--- config.mk ---
export PLATFORM = sky130hd
export DESIGN_NAME = i2cam_matcher
export DESIGN_NICKNAME = d
export VERILOG_FILES = /design/src/rtl/i2cam_pkg.sv /design/src/rtl/i2cam_sync.sv /design/src/rtl/i2cam_cond.sv /design/src/rtl/i2cam_fsm.sv /design/src/rtl/i2cam_matcher.sv
export SDC_FILE = /design/constraint.sdc
export NUM_CORES = 1
export LEC_CHECK = 0
export BUFFER_PORTS_ARGS = -buffer_cell sky130_fd_sc_hd__buf_2
export CAP_MARGIN = 20
export CORE_ASPECT_RATIO = 1.2
export CORE_MARGIN = 3
export CORE_UTILIZATION = 56
export CTS_CLUSTER_SIZE = 30
export DETAILED_ROUTE_END_ITERATION = 16
export PLACE_DENSITY = 0.81
export SLEW_MARGIN = 25
export SYNTH_ARGS = -nofsm -noshare
export SYNTH_HDL_FRONTEND = slang
export SYNTH_SLANG_ARGS = --single-unit
--- constraint.sdc ---
create_clock -name clk -period 2.3 [get_ports clk]
set_input_delay 0.46 -clock clk [delete_from_list [all_inputs] [get_ports clk]]
set_output_delay 0.46 -clock clk [all_outputs]
set_load 0.01 [all_outputs]
--- src/rtl/i2cam_pkg.sv ---
package i2cam_pkg;

    localparam int BYTE_W = 8;
    localparam int OWN_W  = 10;
    localparam int CNT_W  = $clog2(BYTE_W + 1);
    localparam logic [4:0] TEN_HDR = 5'b11110;

    typedef enum logic [2:0] {
        ST_IDLE,
        ST_ADDR1,
        ST_ACK1,
        ST_ADDR2,
        ST_ACK2,
        ST_PASS
    } am_state_e;

    // Conditions decoded from the synchronized bus lines
    typedef struct packed {
        logic start;
        logic stop;
        logic scl_rise;
        logic scl_fall;
        logic sda;
        logic scl;
    } bus_ev_t;

    // Decision taken on a completed first address byte
    typedef struct packed {
        logic ack;
        logic match;
        logic gcall;
        logic rnw;
        logic to_second;
    } verdict_t;

    function automatic verdict_t judge_first(
        input logic [BYTE_W-1:0] b,
        input logic [OWN_W-1:0]  own,
        input logic              ten,
        input logic              gc_en,
        input logic              ten_sel
    );
        verdict_t v;
        v     = '0;
        v.rnw = b[0];
        if (b == '0) begin
            v.ack   = gc_en;
            v.gcall = gc_en;
        end else if (!ten) begin
            if (b[7:1] == own[6:0]) begin
                v.ack   = 1'b1;
                v.match = 1'b1;
            end
        end else if (b[7:3] == TEN_HDR && b[2:1] == own[9:8]) begin
            if (!b[0]) begin
                v.ack       = 1'b1;
                v.to_second = 1'b1;
            end else if (ten_sel) begin
                v.ack   = 1'b1;
                v.match = 1'b1;
            end
        end
        return v;
    endfunction

endpackage

--- src/rtl/i2cam_sync.sv ---
module i2cam_sync #(
    parameter int STAGES = 2
) (
    input  logic clk,
    input  logic rst,
    input  logic d,
    output logic q
);
    logic [STAGES-1:0] r;

    always_ff @(posedge clk) begin
        if (rst) r <= '1;
        else     r <= {r[STAGES-2:0], d};
    end

    assign q = r[STAGES-1];
endmodule

--- src/rtl/i2cam_cond.sv ---
module i2cam_cond
    import i2cam_pkg::*;
#(
    parameter int SYNC_STAGES = 2
) (
    input  logic    clk,
    input  logic    rst,
    input  logic    scl_i,
    input  logic    sda_i,
    output bus_ev_t ev
);
    localparam int LINES = 2;

    logic [LINES-1:0] raw;
    logic [LINES-1:0] now;
    logic [LINES-1:0] prv;

    assign raw = {scl_i, sda_i};

    for (genvar i = 0; i < LINES; i++) begin : g_line
        i2cam_sync #(.STAGES(SYNC_STAGES)) i_sync (
            .clk (clk),
            .rst (rst),
            .d   (raw[i]),
            .q   (now[i])
        );
    end

    always_ff @(posedge clk) begin
        if (rst) prv <= '1;
        else     prv <= now;
    end

    // index 1 = SCL, index 0 = SDA
    always_comb begin
        ev.scl      = now[1];
        ev.sda      = now[0];
        ev.scl_rise = !prv[1] && now[1];
        ev.scl_fall = prv[1] && !now[1];
        ev.start    = prv[1] && now[1] && prv[0] && !now[0];
        ev.stop     = prv[1] && now[1] && !prv[0] && now[0];
    end

    p_cond_edge_r1: assert property (@(posedge clk) disable iff (rst)
        (ev.start || ev.stop) |-> $past(now[1]) && $stable(now[1]));
endmodule

--- src/rtl/i2cam_fsm.sv ---
module i2cam_fsm
    import i2cam_pkg::*;
(
    input  logic             clk,
    input  logic             rst,
    input  bus_ev_t          ev,
    input  logic [OWN_W-1:0] own_addr_i,
    input  logic             ten_bit_i,
    input  logic             gc_en_i,
    output logic             sda_low_o,
    output logic             match_o,
    output logic             rnw_o,
    output logic             gcall_o
);
    am_state_e         state;
    logic [BYTE_W-1:0] sh;
    logic [CNT_W-1:0]  cnt;
    logic              ten_sel;
    logic              to_second_q;
    verdict_t          v;
    logic              byte_done;

    always_comb v = judge_first(sh, own_addr_i, ten_bit_i, gc_en_i, ten_sel);
    assign byte_done = ev.scl_fall && (cnt == CNT_W'(BYTE_W));

    always_ff @(posedge clk) begin
        if (rst) begin
            state       <= ST_IDLE;
            sh          <= '0;
            cnt         <= '0;
            ten_sel     <= 1'b0;
            to_second_q <= 1'b0;
            sda_low_o   <= 1'b0;
            match_o     <= 1'b0;
            rnw_o       <= 1'b0;
            gcall_o     <= 1'b0;
        end else begin
            match_o <= 1'b0;
            gcall_o <= 1'b0;
            if (ev.stop) begin
                state     <= ST_IDLE;
                cnt       <= '0;
                ten_sel   <= 1'b0;
                sda_low_o <= 1'b0;
            end else if (ev.start) begin
                state     <= ST_ADDR1;
                cnt       <= '0;
                sda_low_o <= 1'b0;
            end else begin
                case (state)
                    ST_ADDR1, ST_ADDR2: begin
                        if (ev.scl_rise && cnt < CNT_W'(BYTE_W)) begin
                            sh  <= {sh[BYTE_W-2:0], ev.sda};
                            cnt <= cnt + 1'b1;
                        end else if (byte_done) begin
                            cnt <= '0;
                            if (state == ST_ADDR1) begin
                                ten_sel     <= ten_sel && (v.to_second || (v.match && ten_bit_i));
                                to_second_q <= v.to_second;
                                if (v.ack) begin
                                    sda_low_o <= 1'b1;
                                    state     <= ST_ACK1;
                                    match_o   <= v.match;
                                    gcall_o   <= v.gcall;
                                    if (v.match) rnw_o <= v.rnw;
                                end else begin
                                    state <= ST_PASS;
                                end
                            end else if (sh == own_addr_i[BYTE_W-1:0]) begin
                                sda_low_o <= 1'b1;
                                state     <= ST_ACK2;
                                match_o   <= 1'b1;
                                rnw_o     <= 1'b0;
                                ten_sel   <= 1'b1;
                            end else begin
                                ten_sel <= 1'b0;
                                state   <= ST_PASS;
                            end
                        end
                    end
                    ST_ACK1: begin
                        if (ev.scl_fall) begin
                            sda_low_o <= 1'b0;
                            state     <= to_second_q ? ST_ADDR2 : ST_PASS;
                        end
                    end
                    ST_ACK2: begin
                        if (ev.scl_fall) begin
                            sda_low_o <= 1'b0;
                            state     <= ST_PASS;
                        end
                    end
                    default: ;
                endcase
            end
        end
    end

    p_ack_rise_scl_low_r10: assert property (@(posedge clk) disable iff (rst)
        $rose(sda_low_o) |-> !ev.scl);
    p_match_with_ack_r2: assert property (@(posedge clk) disable iff (rst)
        match_o |-> sda_low_o);
    p_match_gc_excl_r4: assert property (@(posedge clk) disable iff (rst)
        !(match_o && gcall_o));
    p_gc_needs_enable_r4: assert property (@(posedge clk) disable iff (rst)
        gcall_o |-> $past(gc_en_i));
    p_stop_releases_r8: assert property (@(posedge clk) disable iff (rst)
        ev.stop |=> !sda_low_o && !match_o);
endmodule

--- src/rtl/i2cam_matcher.sv ---
module i2cam_matcher
    import i2cam_pkg::*;
#(
    parameter int SYNC_STAGES = 2
) (
    input  logic             clk,
    input  logic             rst,
    input  logic             scl_i,
    input  logic             sda_i,
    input  logic [OWN_W-1:0] own_addr_i,
    input  logic             ten_bit_i,
    input  logic             gc_en_i,
    output logic             sda_low_o,
    output logic             match_o,
    output logic             rnw_o,
    output logic             gcall_o
);
    bus_ev_t ev;

    i2cam_cond #(.SYNC_STAGES(SYNC_STAGES)) i_cond (
        .clk   (clk),
        .rst   (rst),
        .scl_i (scl_i),
        .sda_i (sda_i),
        .ev    (ev)
    );

    i2cam_fsm i_fsm (
        .clk        (clk),
        .rst        (rst),
        .ev         (ev),
        .own_addr_i (own_addr_i),
        .ten_bit_i  (ten_bit_i),
        .gc_en_i    (gc_en_i),
        .sda_low_o  (sda_low_o),
        .match_o    (match_o),
        .rnw_o      (rnw_o),
        .gcall_o    (gcall_o)
    );
endmodule

# --- After elaboration in Yosys (flattened, before gate mapping) ---
# Cells that the tools add are included.
totals:
  register_bits: 27
classes:
  addsub: 1
  n_lt_le_gt_ge: 1
  eq_ne: 22
  n_mux: 39
  bitwise: 8
  reduce_logical: 37
ops:
  columns: ["cell", "n"]
  rows:
  - ["1-bit two-way mux", 24]
  - ["3-bit two-way mux", 7]
  - ["1-bit logical AND", 12]
  - ["2-bit by 1-bit != test with 1-bit output (second input constant)", 6]
  - ["3-bit by 2-bit != test with 1-bit output (second input constant)", 4]
  - ["6-bit AND reduction", 2]
  - ["5-bit AND reduction", 2]
  - ["3-bit case mux with 3 select lines", 1]
  - ["9-bit OR reduction", 1]
  - ["8-bit equality test", 1]
  - ["8-bit logical NOT", 1]
  - ["2-bit two-way mux", 4]
  - ["4-bit two-way mux", 2]
  - ["1-bit NOT", 8]
  - ["4-bit AND reduction", 2]
  - ["8-bit AND reduction", 1]
  - ["7-bit equality test", 1]
  - ["3-bit by 2-bit equality test with 1-bit output (second input constant)", 2]
  - ["2-bit nonzero test", 3]
  - ["2-bit OR reduction", 3]
  - ["6-bit OR reduction", 1]
  - ["5-bit equality test (second input constant)", 1]
  - ["4-bit by 1-bit adder with 4-bit output (second input constant)", 1]
  - ["4-bit equality test (second input constant)", 1]
  - ["other kinds (14)", 17]

# --- Longest topological paths before layout ---
logic_depth:
  word_depth: 11
  mapped_depth: 8

# --- Hierarchy ---
# From an unflattened synthesis, not the netlist that was laid out.
unflattened:
  hier_cells: 169
  hier_area_um2: 1456.4
modules_own_cells:
  columns: ["module", "instances", "cells_per_inst", "area_per_inst_um2", "seq_area_each_um2"]
  rows:
  - ["i2cam_fsm", 1, 153, 1266.2, 420.4]
  - ["i2cam_sync", 2, 4, 52.6, 40.0]
  - ["i2cam_cond", 1, 8, 85.1, 40.0]

# --- Least setup slack after synthesis ---
# Ideal clock, no wire load.
synth_path:
  kind: "input to register"
  from: "in own_addr_i[1]"
  to: "reg i_fsm.rnw_o"
  arrival_time_ps: 1474
  path_slack_ps: 694
  stages: 6
  n_path_buf: 0
  cell_sequence: "xor2_1 > nor4_2 > nand2_1 > or3_1 > nand3b_1 > a21oi_1"
synth_between:
  elab_chain_len: 6
  word_cells_on_any_way: 10
synth_lines:
  columns: ["element", "line", "rtl"]
  rows:
  - ["start, declared", "i2cam_matcher.sv:10", "input logic [OWN_W-1:0] own_addr_i,"]
  - ["7-bit equality test", "i2cam_pkg.sv:50", "if (b[7:1] == own[6:0]) begin"]
  - ["2-bit two-way mux", "i2cam_pkg.sv:50", null]
  - ["2-bit two-way mux", "i2cam_pkg.sv:49", "end else if (!ten) begin"]
  - ["1-bit two-way mux", "i2cam_pkg.sv:46", "if (b == '0) begin"]
  - ["2-bit by 1-bit != test with 1-bit output (no source line)", null, null]
  - ["8-bit AND reduction (no source line) *", null, null]
  - ["end signal, assigned", "i2cam_fsm.sv:65", "if (v.match) rnw_o <= v.rnw;"]
  - ["end, declared", "i2cam_fsm.sv:12", "output logic rnw_o,"]
# Mark *: on every way between the ends. The rest lies on a longest branch, timed or not.
# A chain may end at the register's enable or synchronous reset.

# --- Worst setup path in the final report ---
layout_path:
  from: "reg i_fsm.cnt[0]"
  to: "reg i_fsm.rnw_o"
layout_between:
  elab_chain_len: 4
  word_cells_on_any_way: 6
layout_lines:
  columns: ["element", "line", "rtl"]
  rows:
  - ["start, declared", "i2cam_fsm.sv:17", "logic [CNT_W-1:0] cnt;"]
  - ["start signal, assigned", "i2cam_fsm.sv:54", "cnt <= cnt + 1'b1;"]
  - ["4-bit less-than comparator", "i2cam_fsm.sv:52", "if (ev.scl_rise && cnt < CNT_W'(BYTE_W)) begin"]
  - ["1-bit logical AND", "i2cam_fsm.sv:52", null]
  - ["1-bit NOT (no source line)", null, null]
  - ["8-bit AND reduction (no source line) *", null, null]
# Marked as above.

==> results.py <==
metrics = {
    "final_layout": {
        "nets": 200,
        "stdcell_count": 214,
        "final_core_util": 0.637,
        "layout-drive-gt1-share": 0.254,
        "area_growth_syn_to_layout_pct": 6.23,
        "diodes": 0,
    },
    "die": {
        "die_h_um": 63.6,
        "core_sq_um": 2580,
        "row_count": 20,
        "die_w_um": 54.0,
        "ios": 20,
        "initial_core_util": 0.600,
        "die_area_sq_um": 3430,
    },
    "power_and_ir_drop": {
        "clock_power_share": 0.275,
        "switching_share": 0.240,
        "leakagePower_uw": 0.000674,
        "max-vdd-ir-drop_mv": 0.336,
        "seqPwrFrac": 0.640,
        "combPwrFrac": 0.084,
        "pwr_density_cell_nw_per_um2": 456,
        "intPower_uw": 569,
        "p_sw_uw": 180,
    },
    "logic_synthesis": {
        "syn-cell-area_sq_um": 1550,
        "ys_warn_count": 0,
        "synth_fa_ha_area_frac": 0.0162,
        "synth_compound_area_frac": 0.106,
        "synth_xor_area_frac": 0.113,
        "seq_area_frac_synth": 0.350,
        "ys_ff_latch": 27,
        "synth_top_family_by_area": "simple AND/OR/NAND/NOR gates",
        "syn-num-nets": 185,
        "synth_ff_type": "dfxtp_1",
        "muxShareOfSynthArea": 0.0518,
        "postSynthAreaPerCell_sq_um": 9.26,
        "ys_types": 43,
        "netlist_instances": 167,
        "yosys.area_share.simple": 0.296,
        "synth-edff-count": 0,
        "ys_async_sr_fraction": 0,
    },
    "routing": {
        "via_per_inst": 5.63,
        "via_count": 1205,
        "drtAntennaViolNets": 0,
        "post_drt_wl_per_cell_um": 13.4,
        "drc": 0,
        "wirelength_um": 2860,
        "drtIter0Drc": 24,
        "dr.pass1.iters": 4,
    },
    "timing": {
        "setup_viol": 0,
        "slew_viol_final": 0,
        "fin_crit_ns": 1.80,
        "finalHoldViolCount": 0,
        "fin_setup_tns_ns": 0,
        "maxSlewHeadroom": 0.699,
        "max_freq_mhz": 555,
        "tightest_slew_ns": 0.446,
        "finalCritPeriodShare": 0.784,
        "rsz0062_at_grt": "false",
        "skew_ns": 0.0120,
    },
    "global_route": {
        "grt_pass1_wl_um": 4850,
        "grt_pass1_vias": 1151,
        "grtUsageTotal": 0.187,
        "grt_max_degree": 20,
        "grt_overflow": 0,
        "grt_antenna_before_repair": 0,
    },
    "hold_path": {
        "holdCritStartpoint": "sda_i",
        "holdPathEnd": "i_cond.g_line[0].i_sync.r[0]$_SDFF_PP1_",
        "hold_class": "primary input to flop",
        "min_path_cells": 2,
    },
    "clock_network": {
        "cts_made_buffers": 3,
        "htree_levels": 1,
        "cts_tree": "yes",
        "cts_hold_buffers": 0,
        "clock_sinks": 27,
        "root_buffer": "clkbuf_4",
        "cts_resized": 0,
        "post_cts_buffers": 0,
        "clk_pin_slew_ns": 0.15,
        "clk_latency_ns": 0.33,
        "clk_path_buf_depth": 2,
    },
    "placement": {
        "dp.cells": 210,
        "dp_hpwl_um": 2280,
        "gp_congestion": 0.828,
        "numPortBuffers": 19,
    },
    "setup_path": {
        "cp.arrival_ns": 2.03,
        "rr_startpoint": "i_fsm.cnt[0]$_SDFFE_PP0P_",
        "reg2reg_to": "i_fsm.rnw_o$_SDFFE_PP0P_",
        "cp-start-kind": "flop",
        "rrSetupSlack_ns": 0.50,
        "critPathKind": "flop to flop",
        "endpoint_kind": "flop",
        "cp_max_fo": 7,
        "r2r_cells": 8,
        "worstPathRequired_ns": 2.53,
    },
    "status": {
        "status": "complete, no violations",
    },
    "flow_run": {
        "drv_cap": 0,
    },
}
==> synth_stat cells (2+ instances only) <==
cell type	number	area share
nor4_1	2	0.0081
nand4_1	2	0.0081
nand2_1	11	0.027
and2_2	2	0.0097
nor2_1	14	0.034
buf_6	5	0.036
ha_1	2	0.016
nand2b_1	4	0.016
buf_2	2	0.0065
dfxtp_1	27	0.35
nand2_2	2	0.0081
or2_2	6	0.024
inv_1	5	0.012
mux2i_1	8	0.052
xor2_1	19	0.11
nor2b_1	4	0.016
a21oi_1	11	0.036
nor4_2	4	0.032
nor3_1	6	0.019
nand3b_1	3	0.015
nor3b_1	3	0.015
o21ai_0	2	0.0065
clkbuf_1	3	0.0073
==> kinds of logic (layout without fill, tap and decap cells) <==
kind of cell,after synthesis,in the layout
muxes,8,8
AOI/OAI and AO/OA,24,24
xor gates and xnor gates,20,20
DFF,27,27
buffers and inverters,16,30
adders and majority gates,2,2
and+or+nand+nor,70,70
==> metal layers <==
metal | global-route usage | vias to the layer above | part of all wire
met5 | 0 | - | 0
met4 | 0.0997 | 0 | 0.024
met3 | 0.0331 | 6 | 0.030
met2 | 0.309 | 20 | 0.51
met1 | 0.220 | 571 | 0.44
li1 | - | 608 | -
==> state kept, by name, summed over array words and instances (netlist names), 2 cells and up <==
signal	flops
i_cond.g_line.i_sync.r	4
i_fsm.state	3
i_fsm.sh	8
i_cond.prv	2
i_fsm.cnt	4
==> cell type report <==
type                    count  area (sq um)
repair buffers             21           110
flip-flops and latches     27           541
fillers                   224           935
clock inverters             1          7.51
inverters                   5          18.8
clock buffers               3          22.5
multi-input cells         124           902
well taps                  33          41.3
==> how the worst max path moves through the flow <==
stage,startpoint,endpoint,slack [ns],cells past startpoint
after global routing,i_fsm.sh[4]$_SDFFE_PP0P_,i_fsm.state[1]$_SDFFE_PP0P_,0.34,6
final,i_fsm.cnt[0]$_SDFFE_PP0P_,i_fsm.rnw_o$_SDFFE_PP0P_,0.50,8
after CTS,i_fsm.cnt[0]$_SDFFE_PP0P_,i_fsm.rnw_o$_SDFFE_PP0P_,0.47,8
after global placement,own_addr_i[1],i_fsm.rnw_o$_SDFFE_PP0P_,0.48,7
after detailed placement,own_addr_i[5],i_fsm.rnw_o$_SDFFE_PP0P_,0.42,7
after floorplan,own_addr_i[1],i_fsm.rnw_o$_SDFFE_PP0P_,0.69,6
==> cells in the final DEF, fill, tap and decap left out, types with 2 or more instances in the layout <==
| master | n |
|---|---|
| dfxtp_1 | 27 |
| xor2_1 | 19 |
| buf_2 | 19 |
| nor2_1 | 14 |
| nand2_1 | 11 |
| a21oi_1 | 11 |
| mux2i_1 | 8 |
| nor3_1 | 6 |
| or2_2 | 6 |
| inv_1 | 5 |
| nand2b_1 | 4 |
| nor4_2 | 4 |
| nor2b_1 | 4 |
| nand3b_1 | 3 |
| nor3b_1 | 3 |
| clkbuf_4 | 3 |
| nand2_2 | 2 |
| nor4_1 | 2 |
| and2_2 | 2 |
| o21ai_0 | 2 |
| nand4_1 | 2 |
| ha_1 | 2 |
| buf_4 | 2 |
==> power by group through the flow <==
stage / Clock [uW] / Sequential, uW / Combinational [uW]
final: 206 / 479 / 63.2
after global routing: 233 / 480 / 70.5
after CTS: 216 / 479 / 63.4
after detailed placement: 0 / 489 / 63.1
after global placement: 0 / 489 / 61.3
after floorplan: 0 / 487 / 40.4
==> worst max-delay path: stages, from the launching register on <==
cell      delay, ns
dfxtp_1        0.36
inv_1          0.09
ha_1           0.15
nand2_1        0.07
nor3_1         0.23
nand2_1        0.22
or3_1          0.44
nand3b_1       0.10
a21oi_1        0.06
==> metrics by stage <==
stage / total power (uW) / hold WS, ns / instance area (sq um) / worst slack (ns)
global route: 783 / 0.284 / 1640 / 0.342
detailed placement: 552 / 0.394 / 1610 / 0.416
floorplan: 528 / 0.389 / 1550 / 0.694
finish: 748 / 0.297 / 1640 / 0.498
CTS: 759 / 0.291 / 1640 / 0.473
global placement: 550 / 0.394 / 1610 / 0.480
Power figures use the tool's default switching activity.
